## src/rtl/fw_pkg.sv

```systemverilog
package fw_pkg;

  // Walk phases; the order is the order a walk passes through them.
  typedef enum logic [1:0] {
    ST_IDLE = 2'd0,
    ST_DIR  = 2'd1,
    ST_TBL  = 2'd2,
    ST_RESP = 2'd3
  } walk_state_t;

endpackage

```

## src/rtl/fw_ctrl.sv

```systemverilog
module fw_ctrl
  import fw_pkg::*;
(
  input  logic clk,
  input  logic rst_n,
  input  logic req_valid,
  input  logic resp_ready,
  input  logic mem_rd_ready,
  input  logic mem_rsp_valid,
  output logic req_ready,
  output logic mem_rd_valid,
  output logic resp_valid,
  output logic idle,
  output logic ld_va,
  output logic ld_dir,
  output logic ld_pte,
  output logic sel_tbl
);

  walk_state_t state_q, state_d;
  logic        issued_q, issued_d;

  // Named events, used by the next-state logic and by the assertions.
  logic req_fire;
  logic mem_fire;
  logic rsp_take;
  logic resp_fire;
  logic in_read;

  always_comb begin
    idle         = (state_q == ST_IDLE);
    in_read      = (state_q == ST_DIR) || (state_q == ST_TBL);
    req_ready    = idle;
    mem_rd_valid = in_read && !issued_q;
    resp_valid   = (state_q == ST_RESP);
    req_fire     = req_valid && req_ready;
    mem_fire     = mem_rd_valid && mem_rd_ready;
    rsp_take     = in_read && issued_q && mem_rsp_valid;
    resp_fire    = resp_valid && resp_ready;
    ld_va        = req_fire;
    ld_dir       = rsp_take && (state_q == ST_DIR);
    ld_pte       = rsp_take && (state_q == ST_TBL);
    sel_tbl      = (state_q == ST_TBL);
  end

  always_comb begin
    state_d  = state_q;
    issued_d = issued_q;
    unique case (state_q)
      ST_IDLE: if (req_fire) begin
        state_d  = ST_DIR;
        issued_d = 1'b0;
      end
      ST_DIR: begin
        if (mem_fire) issued_d = 1'b1;
        if (rsp_take) begin
          state_d  = ST_TBL;
          issued_d = 1'b0;
        end
      end
      ST_TBL: begin
        if (mem_fire) issued_d = 1'b1;
        if (rsp_take) begin
          state_d  = ST_RESP;
          issued_d = 1'b0;
        end
      end
      ST_RESP: if (resp_fire) state_d = ST_IDLE;
      default: state_d = ST_IDLE;
    endcase
  end

  always_ff @(posedge clk) begin
    if (!rst_n) begin
      state_q  <= ST_IDLE;
      issued_q <= 1'b0;
    end else begin
      state_q  <= state_d;
      issued_q <= issued_d;
    end
  end

  // once a request is taken the walker stops accepting new ones.
  p_busy_after_accept_r2: assert property (@(posedge clk) disable iff (!rst_n)
    req_fire |=> !req_ready);

  // a taken response reopens the request side.
  p_ready_after_resp_r2: assert property (@(posedge clk) disable iff (!rst_n)
    resp_fire |=> req_ready);

  // a pending read request is not withdrawn.
  p_memreq_hold_r6: assert property (@(posedge clk) disable iff (!rst_n)
    mem_rd_valid && !mem_rd_ready |=> mem_rd_valid);

  // a pending response is not withdrawn.
  p_resp_hold_r7: assert property (@(posedge clk) disable iff (!rst_n)
    resp_valid && !resp_ready |=> resp_valid);

  // the table word always leads to a response in the next cycle.
  p_table_done_r9: assert property (@(posedge clk) disable iff (!rst_n)
    ld_pte |=> resp_valid);

endmodule

```

## src/rtl/fw_datapath.sv

```systemverilog
module fw_datapath #(
  parameter int VA_W    = 32,
  parameter int PA_W    = 44,
  parameter int PG_BITS = 12
) (
  input  logic                clk,
  input  logic                rst_n,
  input  logic                idle,
  input  logic                ld_va,
  input  logic                ld_root,
  input  logic                ld_dir,
  input  logic                ld_pte,
  input  logic                sel_tbl,
  input  logic [VA_W-1:0]     req_va,
  input  logic [PA_W-PG_BITS-1:0] root_in,
  input  logic [PA_W-PG_BITS-1:0] mem_rsp_data,
  output logic [PA_W-1:0]     mem_rd_addr,
  output logic [PA_W-1:0]     resp_pa
);

  localparam int ENT_W   = PA_W - PG_BITS;            // frame number width
  localparam int IDX_W   = (VA_W - PG_BITS) / 2;      // index bits per level
  localparam int ESZ_LOG = PA_W - ENT_W - IDX_W;      // log2 of entry bytes
  localparam int DIR_LSB = PG_BITS + IDX_W;
  localparam int TBL_LSB = PG_BITS;

  // Entry address inside a table: frame shifted up by a page, plus index
  // scaled by the entry size.
  function automatic logic [PA_W-1:0] entry_addr(
    input logic [ENT_W-1:0] base_frame,
    input logic [IDX_W-1:0] idx
  );
    return {base_frame, idx, {ESZ_LOG{1'b0}}};
  endfunction

  // Final address: frame shifted up by a page, plus untranslated offset.
  function automatic logic [PA_W-1:0] join_pa(
    input logic [ENT_W-1:0]   frame,
    input logic [PG_BITS-1:0] off
  );
    return {frame, off};
  endfunction

  logic [VA_W-1:0]  va_q;
  logic [ENT_W-1:0] root_q;
  logic [ENT_W-1:0] dir_q;
  logic [ENT_W-1:0] pte_q;

  always_ff @(posedge clk) begin
    if (!rst_n) begin
      va_q   <= '0;
      root_q <= '0;
      dir_q  <= '0;
      pte_q  <= '0;
    end else begin
      if (ld_va)   va_q   <= req_va;
      if (ld_root) root_q <= root_in;
      if (ld_dir)  dir_q  <= mem_rsp_data;
      if (ld_pte)  pte_q  <= mem_rsp_data;
    end
  end

  logic [IDX_W-1:0] dir_idx;
  logic [IDX_W-1:0] tbl_idx;
  logic [PA_W-1:0]  lvl_addr [2];

  assign dir_idx = va_q[DIR_LSB +: IDX_W];
  assign tbl_idx = va_q[TBL_LSB +: IDX_W];

  // One address former per table level.
  for (genvar lv = 0; lv < 2; lv++) begin : g_level
    if (lv == 0) begin : g_dir
      assign lvl_addr[lv] = entry_addr(root_q, dir_idx);
    end else begin : g_tbl
      assign lvl_addr[lv] = entry_addr(dir_q, tbl_idx);
    end
  end

  assign mem_rd_addr = sel_tbl ? lvl_addr[1] : lvl_addr[0];
  assign resp_pa     = join_pa(pte_q, va_q[PG_BITS-1:0]);

  // the root frame is frozen while a walk is in progress.
  p_root_frozen_r8: assert property (@(posedge clk) disable iff (!rst_n)
    !idle |=> $stable(root_q));

  // the virtual address is held for the whole walk.
  p_va_frozen_r5: assert property (@(posedge clk) disable iff (!rst_n)
    !idle |=> $stable(va_q));

endmodule

```

## src/rtl/frame_walker.sv

```systemverilog
module frame_walker #(
  parameter int VA_W    = 32,
  parameter int PA_W    = 44,
  parameter int PG_BITS = 12
) (
  input  logic                    clk,
  input  logic                    rst_n,
  input  logic                    root_we,
  input  logic [PA_W-PG_BITS-1:0] root_frame,
  input  logic                    req_valid,
  output logic                    req_ready,
  input  logic [VA_W-1:0]         req_va,
  output logic                    resp_valid,
  input  logic                    resp_ready,
  output logic [PA_W-1:0]         resp_pa,
  output logic                    mem_rd_valid,
  input  logic                    mem_rd_ready,
  output logic [PA_W-1:0]         mem_rd_addr,
  input  logic                    mem_rsp_valid,
  input  logic [PA_W-PG_BITS-1:0] mem_rsp_data
);

  logic idle;
  logic ld_va;
  logic ld_dir;
  logic ld_pte;
  logic sel_tbl;
  logic ld_root;

  assign ld_root = root_we && idle;

  fw_ctrl u_ctrl (
    .clk          (clk),
    .rst_n        (rst_n),
    .req_valid    (req_valid),
    .resp_ready   (resp_ready),
    .mem_rd_ready (mem_rd_ready),
    .mem_rsp_valid(mem_rsp_valid),
    .req_ready    (req_ready),
    .mem_rd_valid (mem_rd_valid),
    .resp_valid   (resp_valid),
    .idle         (idle),
    .ld_va        (ld_va),
    .ld_dir       (ld_dir),
    .ld_pte       (ld_pte),
    .sel_tbl      (sel_tbl)
  );

  fw_datapath #(
    .VA_W   (VA_W),
    .PA_W   (PA_W),
    .PG_BITS(PG_BITS)
  ) u_dp (
    .clk         (clk),
    .rst_n       (rst_n),
    .idle        (idle),
    .ld_va       (ld_va),
    .ld_root     (ld_root),
    .ld_dir      (ld_dir),
    .ld_pte      (ld_pte),
    .sel_tbl     (sel_tbl),
    .req_va      (req_va),
    .root_in     (root_frame),
    .mem_rsp_data(mem_rsp_data),
    .mem_rd_addr (mem_rd_addr),
    .resp_pa     (resp_pa)
  );

  // the read address does not move while the request waits.
  p_memaddr_hold_r6: assert property (@(posedge clk) disable iff (!rst_n)
    mem_rd_valid && !mem_rd_ready |=> $stable(mem_rd_addr));

  // the result does not move while the client stalls.
  p_pa_hold_r7: assert property (@(posedge clk) disable iff (!rst_n)
    resp_valid && !resp_ready |=> $stable(resp_pa));

  // memory is never asked for data while a result is on offer or idle.
  p_one_phase_r2: assert property (@(posedge clk) disable iff (!rst_n)
    $onehot0({req_ready, mem_rd_valid, resp_valid}));

endmodule

```

## config.mk

```make
export PLATFORM = sky130hd
export DESIGN_NAME = frame_walker
export DESIGN_NICKNAME = d
export VERILOG_FILES = /design/src/rtl/fw_pkg.sv /design/src/rtl/fw_ctrl.sv /design/src/rtl/fw_datapath.sv /design/src/rtl/frame_walker.sv
export SDC_FILE = /design/constraint.sdc
export NUM_CORES = 1
export LEC_CHECK = 0
export ABC_AREA = 0
export BUFFER_PORTS_ARGS = -buffer_cell sky130_fd_sc_hd__buf_4
export CAP_MARGIN = 20
export CORE_MARGIN = 2
export CORE_UTILIZATION = 53
export DETAILED_ROUTE_END_ITERATION = 6
export PLACE_DENSITY = 0.85
export SLEW_MARGIN = 20
export SYNTH_ARGS = -nofsm -noshare
export SYNTH_HDL_FRONTEND = slang
export SYNTH_SLANG_ARGS = --single-unit
```

## constraint.sdc

```tcl
create_clock -name clk -period 5.07 [get_ports clk]
set_input_delay 0.507 -clock clk [delete_from_list [all_inputs] [get_ports clk]]
set_output_delay 0.507 -clock clk [all_outputs]
set_load 0.03 [all_outputs]
```

* Word-level counts from Yosys, hierarchy flattened
Index checks and enable logic that the tools add are counted.
Operators by class: $add $sub $neg 0, multipliers 0, divide/modulo/power cells 0, order comparisons 0, equality and inequality tests 8, shift-type cells 0, multiplexer cells 10, bitwise gates (word level) 0, reductions and logical operators 16
Operators by type and width (number):
- 44-bit 2-to-1 mux | 1
- 1-bit logical AND | 9
- 2-bit 2-to-1 mux | 4
- 2-bit case mux with 4 select lines | 1
- 2-bit by 1-bit inequality test with 1-bit output, second input constant | 3
- 2-bit == test, second input constant | 2
- 4-bit AND reduction | 1
- 1-bit 2-to-1 mux | 3
- 3-bit by 1-bit inequality test with 1-bit output, second input constant | 1
- 3-bit AND reduction | 1
- 2-bit by 1-bit == test with 1-bit output, second input constant | 1
- 2-bit zero test | 1
- 2-bit inequality test, second input constant | 1
- 1-bit case mux with 2 select lines | 1
- 2-bit nonzero test | 1
- 2-bit OR reduction | 1
- 1-bit zero test | 1
- 1-bit logical OR | 1
Storage, ports and cells: flip-flop bits (word level) 131, bits in latches 0, RAM bits 0, bits in read-only memories 0, output and inout bits 91, memories 0

* Depth between registers and ports, before layout
word-level depth 7, depth in mapped cells 8, depth with buffers taken out 5

* Cells and area by module
A second synthesis with hierarchy kept.
Second synthesis, totals: cell total of the unflattened synthesis 511, area, all modules 6052.1 um^2
By module, submodules not included:
- fw_datapath | times used 1, cells an instance 476, area an instance 5735.5 um^2, seq. area each 2562.5 um^2
- fw_ctrl | times used 1, cells an instance 34, area an instance 310.3 um^2, seq. area each 60.1 um^2
- frame_walker | times used 1, cells an instance 1, area an instance 6.3 um^2, seq. area each 0.0 um^2

* Worst setup path before layout
Ideal clock, no wire load.
path type register -> output, start point register u_ctrl.state_q[0], end point output port mem_rd_addr[10], arrival time 1.337 ns, required time 4.563 ns, setup slack 3.226 ns, cell stages (with the launch flop) 6, path buffers 2, cell sequence dfxtp_1 -> inv_1 -> ha_1 -> buf_6 -> buf_2 -> mux2_2
Between the ends: longest elaborated chain between the ends 2
Ends and longest elaborated chain:
- from (decl) | line fw_ctrl.sv:20 | walk_state_t state_q, state_d;
- from (signal assigned) | line fw_ctrl.sv:78 | state_q <= state_d;
- 2-bit == test | line fw_ctrl.sv:43 | sel_tbl = (state_q == ST_TBL);
- 44-bit 2-to-1 mux | line fw_datapath.sv:79 | assign mem_rd_addr = sel_tbl ? lvl_addr[1] : lvl_addr[0];
- to (decl) | line frame_walker.sv:18 | output logic [PA_W-1:0] mem_rd_addr,
Every way passes these cells.

* Final worst setup path
start point register u_ctrl.state_q[0], end point output port mem_rd_addr[43]
The elaborated chain is that of the path after synthesis.

==> run_summary.xml <==
<?xml version="1.0" encoding="UTF-8"?>
<metrics>
  <group name="status">
    <metric name="outcome" unit="">finished clean</metric>
  </group>
  <group name="place">
    <metric name="place_congestion" unit="">0.811</metric>
    <metric name="dp_hpwl" unit="um">9620</metric>
    <metric name="io_buffers" unit="">191</metric>
  </group>
  <group name="power_and_ir_drop">
    <metric name="seq_pwr_share" unit="">0.352</metric>
    <metric name="total_power" unit="uW">3420</metric>
    <metric name="p_sw_frac" unit="">0.348</metric>
    <metric name="power.static_leakage" unit="uW">0.00302</metric>
    <metric name="switching_pwr" unit="uW">1190</metric>
    <metric name="power-per-cell-area" unit="mW/mm2">477</metric>
    <metric name="combPwrFrac" unit="">0.317</metric>
    <metric name="worst_ir_drop_vdd" unit="mV">0.261</metric>
    <metric name="clkPwrFrac" unit="">0.332</metric>
    <metric name="cell_internal_pwr" unit="uW">2230</metric>
  </group>
  <group name="route">
    <metric name="vias" unit="">4914</metric>
    <metric name="dr.pass1.iters" unit="">4</metric>
    <metric name="drc" unit="">0</metric>
    <metric name="wire_per_inst" unit="um">14.8</metric>
    <metric name="totalWireLength" unit="um">14100</metric>
    <metric name="ant_nets" unit="">0</metric>
    <metric name="initialDrtViolationCount" unit="">188</metric>
    <metric name="routed_via_density" unit="">5.16</metric>
  </group>
  <group name="setup_path">
    <metric name="setup.worst_path.start_class" unit="">flip-flop</metric>
    <metric name="worst_ep_required_time" unit="ps">4560</metric>
    <metric name="path_max_fanout" unit="">46</metric>
    <metric name="timing.setup.critical_path_class" unit="">reg2out</metric>
    <metric name="setup_crit_end_kind" unit="">output port</metric>
    <metric name="cp_data_arrival_time" unit="ps">2200</metric>
  </group>
  <group name="timing">
    <metric name="worst_slew_pin_slew" unit="ps">1050</metric>
    <metric name="slew_violations" unit="">0</metric>
    <metric name="unrepaired_setup_endpoints_after_global_routing" unit="">false</metric>
    <metric name="layout_worst_path_cycle_share" unit="">0.534</metric>
    <metric name="final_period_demand_of_the_worst_path" unit="ps">2710</metric>
    <metric name="fin_skew" unit="ps">12.8</metric>
    <metric name="setup_viol" unit="">0</metric>
    <metric name="timing.max_slew.rel_slack" unit="">0.302</metric>
    <metric name="timing.final.hold_violations" unit="">0</metric>
    <metric name="totalNegativeSetupSlack" unit="ps">0</metric>
    <metric name="achievable-frequency" unit="MHz">369</metric>
  </group>
  <group name="yosys">
    <metric name="post_synth_inst_count" unit="">652</metric>
    <metric name="post-synth-top-count-cell" unit="">nand2_1</metric>
    <metric name="synth-warning-count" unit="">0</metric>
    <metric name="synthDominantAreaCellType" unit="">dfxtp_1</metric>
    <metric name="flops_latches_synth" unit="">131</metric>
    <metric name="post_synth_main_area_contributors" unit="">dfxtp_1, nand2_1, a21oi_1</metric>
    <metric name="synth_top_cells_by_count" unit="">nand2_1, dfxtp_1, a21oi_1</metric>
    <metric name="synth_cell_types" unit="">24</metric>
    <metric name="synth.top_cell.area_share" unit="">0.499</metric>
    <metric name="synth_enable_flop_cells" unit="">0</metric>
    <metric name="syn_area" unit="mm2">0.00526</metric>
    <metric name="part_of_the_yosys_area_used_for_sequential_elements" unit="">0.499</metric>
    <metric name="asyncSetResetFlopFracSynth" unit="">0</metric>
    <metric name="synthFlopType" unit="">dfxtp_1</metric>
    <metric name="syn_avg_cell_area" unit="um2">8.06</metric>
  </group>
  <group name="die">
    <metric name="core_area" unit="mm2">0.00968</metric>
    <metric name="floorplan.die.height" unit="um">104</metric>
    <metric name="num_rows" unit="">36</metric>
    <metric name="initial_core_util" unit="">0.543</metric>
    <metric name="die_width" unit="um">104</metric>
    <metric name="die_area" unit="mm2">0.0107</metric>
    <metric name="num_io_pins" unit="">194</metric>
  </group>
  <group name="clocking">
    <metric name="clock_tree.root_cell" unit="">clkbuf_8</metric>
    <metric name="clock_edge_transition_at_the_registers_on_the_reported_setup_and_hold_paths" unit="ps">60</metric>
    <metric name="htree_levels" unit="">4</metric>
    <metric name="postCtsHoldBufs" unit="">0</metric>
    <metric name="cts.repair_timing.setup_buffer_count" unit="">0</metric>
    <metric name="cts.sinks" unit="">131</metric>
    <metric name="clk-insertion-delay-late" unit="ps">500</metric>
    <metric name="tritoncts" unit="">built</metric>
    <metric name="tritoncts.num_buffers" unit="">17</metric>
    <metric name="cts_resized" unit="">0</metric>
    <metric name="cts.path.max_buffers" unit="">2</metric>
  </group>
  <group name="grt">
    <metric name="grt_start_max_net_pins" unit="">83</metric>
    <metric name="first_global_vias" unit="">4940</metric>
    <metric name="overflow" unit="">0</metric>
    <metric name="wire_length_of_the_first_global_routing_pass" unit="um">22500</metric>
    <metric name="grtUsageTotal" unit="">0.253</metric>
    <metric name="initial_antenna_violation_count" unit="">0</metric>
  </group>
  <group name="job">
    <metric name="max_cap_violations" unit="">0</metric>
  </group>
  <group name="cells_and_area">
    <metric name="fin_util" unit="">0.741</metric>
    <metric name="diodes" unit="">0</metric>
    <metric name="final_nets" unit="">917</metric>
    <metric name="final-seq-area" unit="mm2">0.00262</metric>
    <metric name="drive_above_1_share" unit="">0.335</metric>
    <metric name="fillerInstances" unit="">728</metric>
    <metric name="areaGrowthSynthToFinish" unit="%">36.6</metric>
    <metric name="multi_input_comb_area" unit="mm2">0.00233</metric>
  </group>
  <group name="hold_path">
    <metric name="timing.hold.worst.class" unit="">in2reg</metric>
  </group>
</metrics>
## final timing paths
path	start	endpoint	slack (ps)	cells past startpoint
max reg2reg	u_ctrl.state_q[1]	u_dp.dir_q[23]	2770	6
min	mem_rsp_data[18]	u_dp.dir_q[18]	250	3
min reg2reg	u_dp.dir_q[24]	u_dp.dir_q[24]	450	2
max	u_ctrl.state_q[0]	mem_rd_addr[43]	2360	4
## layer usage
layer  track usage  up-vias  wire length [um]
li1              -     2423                 -
met1         0.298     2305              5680
met2         0.450      169              7330
met3        0.0617       17               864
met4        0.0859        0               189
met5             0        -                 0
## flip-flops by register name, indices dropped and copies added (netlist names)
name / count
u_dp.root_q: 32
u_dp.dir_q: 32
u_dp.pte_q: 32
u_dp.va_q: 32
u_ctrl.issued_q: 1
u_ctrl.state_q: 2
## metrics by stage
stage / hold WS, ps / setup slack (ps) / std cells / instance area, um2
2_1_floorplan: 433 / 3230 / 653 / 5260
3_5_place_dp: 444 / 2110 / 922 / 6610
6_report: 252 / 2360 / 953 / 7180
3_3_place_gp: 439 / 2230 / 920 / 6590
4_1_cts: 231 / 1980 / 953 / 7160
5_1_grt: 243 / 2240 / 953 / 7180
## cell usage in the layout, fill, tap and decap left out, drive strengths merged, types with 2 or more instances in the layout
cell type and count:
clkinv 5, nand2 260, or2 2, buf 197, mux2 42, nor2b 4, inv 7, ha 6
and4 2, nand4 2, clkbuf 18, and2 2, conb 2, dfxtp 131, a21oi 129, clkinvlp 3
## power groups by stage
stage          sequential, uW  combinational [uW]  clock (uW)
2_1_floorplan            1210                 764           0
3_3_place_gp             1210                1030           0
3_5_place_dp             1220                1070           0
4_1_cts                  1200                1080        1140
5_1_grt                  1220                1160        1190
6_report                 1200                1080        1140
## layout make-up
class | count | area share
clock buffers | 18 | 0.0596
well taps | 133 | 0.0232
repair buffers | 197 | 0.207
inverters | 3 | 0.00192
multi-input cells | 458 | 0.325
clock inverters | 13 | 0.0178
flip-flops and latches | 131 | 0.365
## worst max-delay path: stages, from the launching register on
cell	delay, ps
dfxtp_1	340
inv_1	170
ha_4	590
mux2_2	430
buf_4	170
## kinds of logic after synthesis
family | share of synthesized area
adder cells (fa/ha/maj) | 0.0143
AO/OA/AOI/OAI | 0.129
buffers and inverters | 0.0610
multiplexers | 0.0919
flip-flops | 0.499
other | 0.000714
AND/OR/NAND/NOR | 0.204
Power figures use the tool's default switching activity.
